<file path="src/rtl/qdac_pkg.sv">
package qdac_pkg;
   localparam int BYTE_W  = 8;
   localparam int CHAN_W  = 2;
   localparam int FRAME_W = 16;
   localparam int NIB_W   = BYTE_W / 2;

   typedef struct packed {
      logic [CHAN_W-1:0] chan;
      logic [BYTE_W-1:0] value;
   } qdac_entry_t;

   typedef enum logic [1:0] {
      SQ_COUNT = 2'd0,
      SQ_VALUE = 2'd1,
      SQ_CHAN  = 2'd2,
      SQ_WAIT  = 2'd3
   } seq_state_t;

   typedef enum logic [2:0] {
      SH_IDLE = 3'd0,
      SH_LOW  = 3'd1,
      SH_HIGH = 3'd2,
      SH_TAIL = 3'd3,
      SH_GAP  = 3'd4
   } shift_state_t;
endpackage

</file>
<file path="src/rtl/qdac_list_seq.sv">
module qdac_list_seq
   import qdac_pkg::*;
(
   input  logic              clk,
   input  logic              rst_n,
   input  logic [BYTE_W-1:0] in_data,
   input  logic              in_valid,
   output logic              in_ready,
   input  logic              frame_busy,
   output logic              entry_load,
   output qdac_entry_t       entry,
   output logic              done
);
   seq_state_t        st;
   logic [BYTE_W-1:0] remain;
   logic [BYTE_W-1:0] val_q;
   logic              accept;

   // input is taken only while no frame is in flight
   assign in_ready = (st != SQ_WAIT);
   assign accept   = in_valid & in_ready;

   always_ff @(posedge clk or negedge rst_n) begin
      if (!rst_n) begin
         st         <= SQ_COUNT;
         remain     <= '0;
         val_q      <= '0;
         entry      <= '0;
         entry_load <= 1'b0;
         done       <= 1'b0;
      end else begin
         entry_load <= 1'b0;
         done       <= 1'b0;
         case (st)
            SQ_COUNT: if (accept) begin
               if (in_data == '0) begin
                  done <= 1'b1;
               end else begin
                  remain <= in_data;
                  st     <= SQ_VALUE;
               end
            end
            SQ_VALUE: if (accept) begin
               val_q <= in_data;
               st    <= SQ_CHAN;
            end
            SQ_CHAN: if (accept) begin
               entry.chan  <= in_data[CHAN_W-1:0];
               entry.value <= val_q;
               entry_load  <= 1'b1;
               remain      <= remain - BYTE_W'(1);
               st          <= SQ_WAIT;
            end
            SQ_WAIT: if (!frame_busy) begin
               if (remain == '0) begin
                  done <= 1'b1;
                  st   <= SQ_COUNT;
               end else begin
                  st <= SQ_VALUE;
               end
            end
            default: st <= SQ_COUNT;
         endcase
      end
   end
endmodule

</file>
<file path="src/rtl/qdac_frame_fmt.sv">
module qdac_frame_fmt
   import qdac_pkg::*;
#(
   parameter bit IMMEDIATE_UPDATE = 1'b1
) (
   input  qdac_entry_t        entry,
   output logic [FRAME_W-1:0] word
);
   logic upd_bit;

   generate
      if (IMMEDIATE_UPDATE) begin : g_upd_now
         assign upd_bit = 1'b1;
      end else begin : g_upd_deferred
         assign upd_bit = 1'b0;
      end
   endgenerate

   // channel, spare zero, update flag, high nibble | low nibble, zero pad
   assign word = {entry.chan, 1'b0, upd_bit,
                  entry.value[BYTE_W-1:NIB_W],
                  entry.value[NIB_W-1:0], {NIB_W{1'b0}}};
endmodule

</file>
<file path="src/rtl/qdac_shifter.sv">
module qdac_shifter
   import qdac_pkg::*;
#(
   parameter int HALF_DIV    = 2,
   parameter int GAP_PERIODS = 1
) (
   input  logic               clk,
   input  logic               rst_n,
   input  logic               load,
   input  logic [FRAME_W-1:0] word,
   output logic               busy,
   output logic               sclk,
   output logic               sdo,
   output logic               sync_n
);
   localparam int DIV_W   = $clog2(HALF_DIV + 1);
   localparam int GAP_CYC = 2 * HALF_DIV * GAP_PERIODS;
   localparam int GAP_W   = $clog2(GAP_CYC + 1);
   localparam int BIT_W   = $clog2(FRAME_W);

   shift_state_t       st;
   logic [DIV_W-1:0]   hcnt;
   logic [GAP_W-1:0]   gcnt;
   logic [BIT_W-1:0]   bits;
   logic [FRAME_W-2:0] shreg;
   logic               half_end;

   assign half_end = (hcnt == DIV_W'(HALF_DIV - 1));
   assign busy     = (st != SH_IDLE) | load;

   always_ff @(posedge clk or negedge rst_n) begin
      if (!rst_n) begin
         st     <= SH_IDLE;
         hcnt   <= '0;
         gcnt   <= '0;
         bits   <= '0;
         shreg  <= '0;
         sclk   <= 1'b0;
         sdo    <= 1'b0;
         sync_n <= 1'b1;
      end else begin
         case (st)
            SH_IDLE: if (load) begin
               shreg  <= word[FRAME_W-2:0];
               sdo    <= word[FRAME_W-1];
               sync_n <= 1'b0;
               hcnt   <= '0;
               bits   <= '0;
               st     <= SH_LOW;
            end
            SH_LOW: begin
               if (half_end) begin
                  hcnt <= '0;
                  sclk <= 1'b1;
                  st   <= SH_HIGH;
               end else begin
                  hcnt <= hcnt + DIV_W'(1);
               end
            end
            SH_HIGH: begin
               if (half_end) begin
                  hcnt <= '0;
                  sclk <= 1'b0;
                  if (bits == BIT_W'(FRAME_W - 1)) begin
                     st <= SH_TAIL;
                  end else begin
                     sdo   <= shreg[FRAME_W-2];
                     shreg <= {shreg[FRAME_W-3:0], 1'b0};
                     bits  <= bits + BIT_W'(1);
                     st    <= SH_LOW;
                  end
               end else begin
                  hcnt <= hcnt + DIV_W'(1);
               end
            end
            SH_TAIL: begin
               if (half_end) begin
                  hcnt   <= '0;
                  sync_n <= 1'b1;
                  sdo    <= 1'b0;
                  gcnt   <= '0;
                  st     <= SH_GAP;
               end else begin
                  hcnt <= hcnt + DIV_W'(1);
               end
            end
            SH_GAP: begin
               if (gcnt == GAP_W'(GAP_CYC - 1)) st <= SH_IDLE;
               else                            gcnt <= gcnt + GAP_W'(1);
            end
            default: st <= SH_IDLE;
         endcase
      end
   end
endmodule

</file>
<file path="src/rtl/qdac_frame_writer.sv">
module qdac_frame_writer
   import qdac_pkg::*;
#(
   parameter int HALF_DIV         = 2,
   parameter int GAP_PERIODS      = 1,
   parameter bit IMMEDIATE_UPDATE = 1'b1
) (
   input  logic       clk,
   input  logic       rst_n,
   input  logic [7:0] in_data,
   input  logic       in_valid,
   output logic       in_ready,
   output logic       dac_sclk,
   output logic       dac_sdo,
   output logic       dac_sync_n,
   output logic       list_done
);
   generate
      if (HALF_DIV < 1) begin : g_bad_div
         $error("HALF_DIV must be at least 1");
      end
      if (GAP_PERIODS < 1) begin : g_bad_gap
         $error("GAP_PERIODS must be at least 1");
      end
   endgenerate

   qdac_entry_t        entry;
   logic               entry_load;
   logic               frame_busy;
   logic [FRAME_W-1:0] frame_word;

   qdac_list_seq u_seq (
      .clk        (clk),
      .rst_n      (rst_n),
      .in_data    (in_data),
      .in_valid   (in_valid),
      .in_ready   (in_ready),
      .frame_busy (frame_busy),
      .entry_load (entry_load),
      .entry      (entry),
      .done       (list_done)
   );

   qdac_frame_fmt #(.IMMEDIATE_UPDATE(IMMEDIATE_UPDATE)) u_fmt (
      .entry (entry),
      .word  (frame_word)
   );

   qdac_shifter #(.HALF_DIV(HALF_DIV), .GAP_PERIODS(GAP_PERIODS)) u_shift (
      .clk    (clk),
      .rst_n  (rst_n),
      .load   (entry_load),
      .word   (frame_word),
      .busy   (frame_busy),
      .sclk   (dac_sclk),
      .sdo    (dac_sdo),
      .sync_n (dac_sync_n)
   );
endmodule

</file>
<file path="config.mk">
export PLATFORM = sky130hd
export DESIGN_NAME = qdac_frame_writer
export DESIGN_NICKNAME = d
export VERILOG_FILES = /design/src/rtl/qdac_pkg.sv /design/src/rtl/qdac_list_seq.sv /design/src/rtl/qdac_frame_fmt.sv /design/src/rtl/qdac_shifter.sv /design/src/rtl/qdac_frame_writer.sv
export SDC_FILE = /design/constraint.sdc
export NUM_CORES = 1
export LEC_CHECK = 0
export BUFFER_PORTS_ARGS = -buffer_cell sky130_fd_sc_hd__buf_2
export CORE_ASPECT_RATIO = 0.9
export CORE_MARGIN = 10
export CORE_UTILIZATION = 42
export CTS_CLUSTER_DIAMETER = 100
export DETAILED_ROUTE_END_ITERATION = 16
export PLACE_DENSITY = 0.67
export REMOVE_ABC_BUFFERS = 1
export SYNTH_ARGS = -nofsm -noshare
export SYNTH_HDL_FRONTEND = slang
export SYNTH_HIERARCHICAL = 1
export SYNTH_SLANG_ARGS = --single-unit
export TNS_END_PERCENT = 10
</file>
<file path="constraint.sdc">
create_clock -name clk -period 1.86 [get_ports clk]
set_input_delay 0 -clock clk [delete_from_list [all_inputs] [get_ports clk]]
set_output_delay 0 -clock clk [all_outputs]
set_load 0.02 [all_outputs]
</file>
==> flow_summary.yaml, run 1 <==
status:
  status: "complete, but fails checks"
  violations: "setup timing"
route:
  viasPerCell: 5.55
  drt-total-wl_um: 6890
  drt-initial-drc-count: 89
  ant_nets: 0
  drt-pass1-iter-count: 4
  vias: 2402
  wl_per_cell_um: 15.9
  drc_errors: 0
floorplanning:
  rows: 30
  coreArea_mm2: 0.00758
  die_area_mm2: 0.0117
  initial_core_util_pct: 43.2
  ioPinCount: 16
  die_width_um: 113
  fp.dieH_um: 104
sta:
  tightest_slew_ps: 553
  skew_ps: 12.8
  fin_crit_ps: 1960
  rsz0062_at_grt: "yes"
  clock.fmax_mhz: 511
  layout_setup_ws_ps: -96.1
  fin_crit_sh_pct: 105
  setup_viol: 8
  hold_viol: 0
  holdWs_ps: 33.2
  drv_slew: 0
  slew_headroom_pct: 63.0
hold_path:
  holdPathEnd: "u_seq/remain[1]"
  min_delay_path_depth: 3
  hold_path.startpoint: "in_data[1]"
  hp-class: "in -> reg"
clocking:
  path_clk_slew_ps: 70
  htree_levels: 3
  clock_latency_ps: 330
  clock_sinks: 60
  root_buffer: "clkbuf_8"
  cts_inserted_buffers: 9
  cts_tree: "built"
  clockBufferDepth: 2
yosys:
  yosys.cell_count.top_type: "dfrtp_1"
  async_flop_share_pct: 100
  yosysWarnings: 6
  synth_top_area_cell: "dfrtp_1"
  synth_top_area_share_pct: 45.1
  synth_ff_type: "dfrtp_1"
  synth_edf_count: 0
  netlist_instances: 302
  synth.area.top_cells: "dfrtp_1 (45%), mux2_2 (6.5%), mux2i_1 (4.9%)"
  ys_seq_area_share_pct: 45.9
  avgSynthCellArea_um2: 10.9
  ys_types: 64
  ys_seq_elements: 60
  synth_common_cells: "dfrtp_1 (59), a21oi_1 (28), mux2_2 (19)"
  netlist_area_mm2: 0.00328
power_and_ir_drop:
  power_density_mw_per_mm2: 1760
  total_power_mw: 6.80
  p_leak_nw: 1.66
  ir_worst_vdd_mv: 0.685
worst_setup_path:
  reg2reg_to: "u_seq/remain[3]"
  crit_type: "reg -> reg"
  end_kind: "flop"
  crit_arrival_ps: 2160
  r2r_cells: 7
  r2r_slack_ps: -100
  startpoint_type: "flop"
  cp_cell_sequence: "inv_2 > ha_4 > or4b_4 > o31a_1 > buf_6 > a31oi_1 > a21oi_1"
  cp.required_ps: 2070
  critPathMaxFanout: 5
  slowest_delay_ps: 460
  cp_slowest_cell: "or4b_4"
  r2r_start: "u_seq/st[0]"
final_layout:
  n_antenna_cell: 0
  area_growth_syn_to_layout_pct: 17.6
  design_area_mm2: 0.00385
  final_nets: 353
  drive_gt1_share_pct: 30.9
placement:
  dp_slack_ps: -166
  port_buffers: 15
  place_area_mm2: 0.00343
  globalplace.congestion: 0.842
  hpwlAfterDp_um: 4580
global_route:
  grtUsageTotal_pct: 11.7
  antenna_found_initial: 0
  grt-ovfl-total: 0
  grt_max_degree: 61
  grt_pass1_vias: 2505
  grt_first_pass_wirelength_um: 11600
job:
  max-cap-violations: 0
[metal layers]
| metal | part of all wire, % | up-vias | global-route usage (%) |
|---|---|---|---|
| li1 | - | 1139 | - |
| met1 | 47 | 1169 | 14.3 |
| met2 | 47 | 84 | 18.7 |
| met3 | 5.5 | 10 | 3.98 |
| met4 | 0.96 | 0 | 3.71 |
| met5 | 0 | - | 0 |
[worst max path at each step]
stage / from / end / cells after the start
after global routing: u_seq/st[1] / u_seq/st[1] / 6
after floorplan: u_seq/st[0] / u_seq/st[1] / 6
after global placement: u_seq/st[0] / u_seq/st[1] / 6
after CTS: u_seq/st[1] / u_seq/st[1] / 6
final: u_seq/st[0] / u_seq/remain[3] / 7
after detailed placement: u_seq/st[1] / u_seq/remain[0] / 7
[stage by stage]
step           utilization, %  TNS (ps)  std cells
2_1_floorplan               -     -2570        276
3_3_place_gp             45.2      -176        406
3_5_place_dp             45.2      -652        406
4_1_cts                  50.3      -161        431
5_1_grt                  50.8     -1410        433
6_report                 50.8      -374        433
[sequential cells by signal, indices dropped and copies added (netlist names), 2 cells and up]
| register | flops |
|---|---|
| u_shift/shreg | 15 |
| u_seq/val_q | 8 |
| u_shift/hcnt | 2 |
| u_seq/st | 2 |
| u_shift/st | 3 |
| u_shift/bits | 4 |
| u_seq/remain | 8 |
| u_shift/gcnt | 3 |
| u_seq/entry | 10 |
[timing repair]
action                                  CTS  global route
hold endpoints to repair                 70             0
gates resized for setup                   7             7
cloned                                    0             1
endpoints found under the setup margin    8            21
setup buffers                             0             1
pin swaps                                 1             4
hold buffers                              9             0
[cells in the final DEF (no fill, tap or decap), types with 3 or more instances in the layout]
cell type,count
a21oi_1,28
nand2b_1,7
nand3_1,6
dlygate4sd3_1,9
buf_4,18
bufinv_16,3
inv_1,10
conb_1,6
nor2b_1,3
nor3_1,4
o2bb2ai_1,3
o21ai_0,12
dfrtp_1,59
ha_1,9
buf_2,16
clkbuf_8,11
a21oi_2,10
a31oi_1,4
mux2i_1,16
mux2_2,19
nand2_1,11
nor2_1,11
[layout make-up]
cell class,count,area [µm²]
fill,688,3730
multi-input combinational,204,1600
sequential,60,1500
timing repair buffer,45,337
clock buffer,12,155
tap,96,120
clock inverter,4,95.1
inverter,12,45.0
[logic make-up after synthesis]
kind of cell | synth area share (%)
AO/OA/AOI/OAI | 18.0
adder cells (fa/ha/maj) | 3.82
buffers and inverters | 7.83
flip-flops | 45.9
multiplexers | 11.8
other | 0.229
AND/OR/NAND/NOR | 12.5
[report_power, final]
group          total, mW  internal (mW)  switching [mW]
sequential          2.36           1.91           0.446
clock               1.47          0.962           0.503
combinational       2.98           1.40            1.58
total               6.80           4.27            2.53
[worst max-delay path: cells and delay by family, from the launching register on]
kind,cells,cell delay [ps]
compound gates,3,610
simple gates,1,460
flops,1,390
buf+inv,2,240
fa+ha+maj,1,130
Power figures use the tool's default switching activity.
==> run 2: changes to the inputs <==
PLACE_DENSITY = 0.65   (was 0.67)
clock period = 2.4 ns   (was 1.86 ns; I/O delays follow)
==> run 2 against run 1 <==
The flow now finishes without violations. First-iteration DRC count is 17% higher. Die area stayed put. Critical path depth is 1 lower. Design area is 5.9% lower. Global-route usage hardly changed. Core utilization is 3.0 points lower. Combinational power is 33% lower. Setup slack better by 300 ps. Non-clock buffer count is 9 lower. Wire length is 3.8% lower. Total power is 31% lower. Critical path type unchanged. Critical endpoint is now u_seq/st[1].
==> flow_summary.yaml, run 2 (same netlist as run 1, synthesis figures left out) <==
sta:
  rsz0062_at_grt: "no"
  setup_viol: 0
  skew_ps: 7.69
  finalSetupTns_ps: 0
  fin_crit_ps: 2200
  tightest_slew_ps: 693
  fin_crit_sh_pct: 91.6
  hold_viol: 0
  clock.fmax_mhz: 455
  drv_slew: 0
  slew_headroom_pct: 53.8
worst_setup_path:
  reg2reg_to: "u_seq/st[1]"
  critPathMaxFanout: 6
  startpoint_type: "flop"
  crit_type: "reg -> reg"
  cp.required_ps: 2610
  crit_start: "u_seq/st[0]"
  r2r_start: "u_seq/st[0]"
  r2r_cells: 6
  r2r_slack_ps: 200
  crit_arrival_ps: 2410
  end_kind: "flop"
floorplanning:
  die_area_mm2: 0.0117
  fp.dieH_um: 104
  rows: 30
  die_width_um: 113
  coreArea_mm2: 0.00758
  ioPinCount: 16
  initial_core_util_pct: 43.2
placement:
  dp_cells: 398
  globalplace.congestion: 0.873
  port_buffers: 15
  hpwlAfterDp_um: 4700
final_layout:
  finalNonFillerCells: 423
  n_antenna_cell: 0
  final_nets: 344
  top_register: "u_shift/shreg"
  largest_reg_flops: 15
  reg_top3: "u_shift/shreg x15, u_seq/entry x10"
  area_growth_syn_to_layout_pct: 10.7
  drive_gt1_share_pct: 24.8
  final_cell_mix: "dfrtp_1 (59), a21oi_1 (28), mux2_2 (19)"
  mostFrequentLayoutCell: "dfrtp_1"
  fill_cells: 715
global_route:
  grt_first_pass_wirelength_um: 11400
  antenna_found_initial: 0
  grtUsageTotal_pct: 11.7
  grt_pass1_vias: 2348
  grt-ovfl-total: 0
  grt_max_degree: 31
route:
  drc_errors: 0
  drt-total-wl_um: 6630
  wl_per_cell_um: 15.7
  ant_nets: 0
  m1WireLength_um: 3160
  wl_met3_um: 303
  drt-pass1-iter-count: 4
  routed.top_layer: "met4"
  wl_met2_um: 3070
  vias: 2319
  drt-initial-drc-count: 104
  viasPerCell: 5.48
clocking:
  cts_inserted_buffers: 9
  root_buffer: "clkbuf_8"
  path_clk_slew_ps: 60
  clock_latency_ps: 340
  clock_sinks: 60
  clockBufferDepth: 2
  cts_tree: "built"
  htree_levels: 3
job:
  max-cap-violations: 0
hold_path:
  hp-class: "in -> async"
power_and_ir_drop:
  ir_worst_vdd_mv: 0.567
  power_density_mw_per_mm2: 1280
  p_leak_nw: 1.56
status:
  status: "complete, no violations"
run 2: per-stage QoR:
stage	hold WS [ps]	setup WS, ps	cell area [µm²]	power, mW	utilization (%)
2_1_floorplan	-296	278	3080	3.28	-
6_report	245	202	3630	4.66	47.8
3_5_place_dp	81.0	222	3360	3.86	44.3
4_1_cts	253	208	3630	4.71	47.8
3_3_place_gp	88.5	316	3360	3.79	44.3
5_1_grt	302	94.4	3630	5.04	47.8
run 2: metal layers:
layer / vias up / track usage (%)
met5: - / 0
met4: 0 / 5.62
met3: 9 / 3.63
met2: 52 / 17.3
met1: 1132 / 15.0
li1: 1126 / -
run 2: worst max-delay path by stage:
stage             endpoint  slack [ps]  cells after the start
6_report       u_seq/st[1]         200                      6
5_1_grt        u_seq/st[1]          90                      6
4_1_cts        u_seq/st[1]         210                      6
2_1_floorplan  u_seq/st[1]         280                      6
3_3_place_gp   u_seq/st[1]         320                      6
3_5_place_dp   u_seq/st[1]         220                      6
run 2: layout make-up:
cell class	count	area (µm²)	share of cell area, %
tap	96	120	3.31
clock inverter	2	10.0	0.276
clock buffer	13	159	4.38
sequential	60	1500	41.4
inverter	12	45.0	1.24
timing repair buffer	36	258	7.11
multi-input combinational	204	1530	42.3
run 2: worst max-delay path, cell delays in order, from the launching register on:
cell	delay (ps)
dfrtp_1	440
inv_1	130
ha_1	220
or4b_4	490
o31a_1	330
nand3_1	110
mux2_1	350
run 2: where the power goes:
| part | total, mW | internal (mW) | switching, mW |
|---|---|---|---|
| Sequential | 1.84 | 1.48 | 0.363 |
| Clock | 0.801 | 0.423 | 0.379 |
| Combinational | 2.01 | 0.930 | 1.08 |
| Total | 4.66 | 2.83 | 1.82 |
run 2: timing repair:
item                      in CTS  in global routing
buffers inserted               0                  0
resized for setup              0                  0
hold buffers                  10                  0
hold endpoints to repair      40                  0
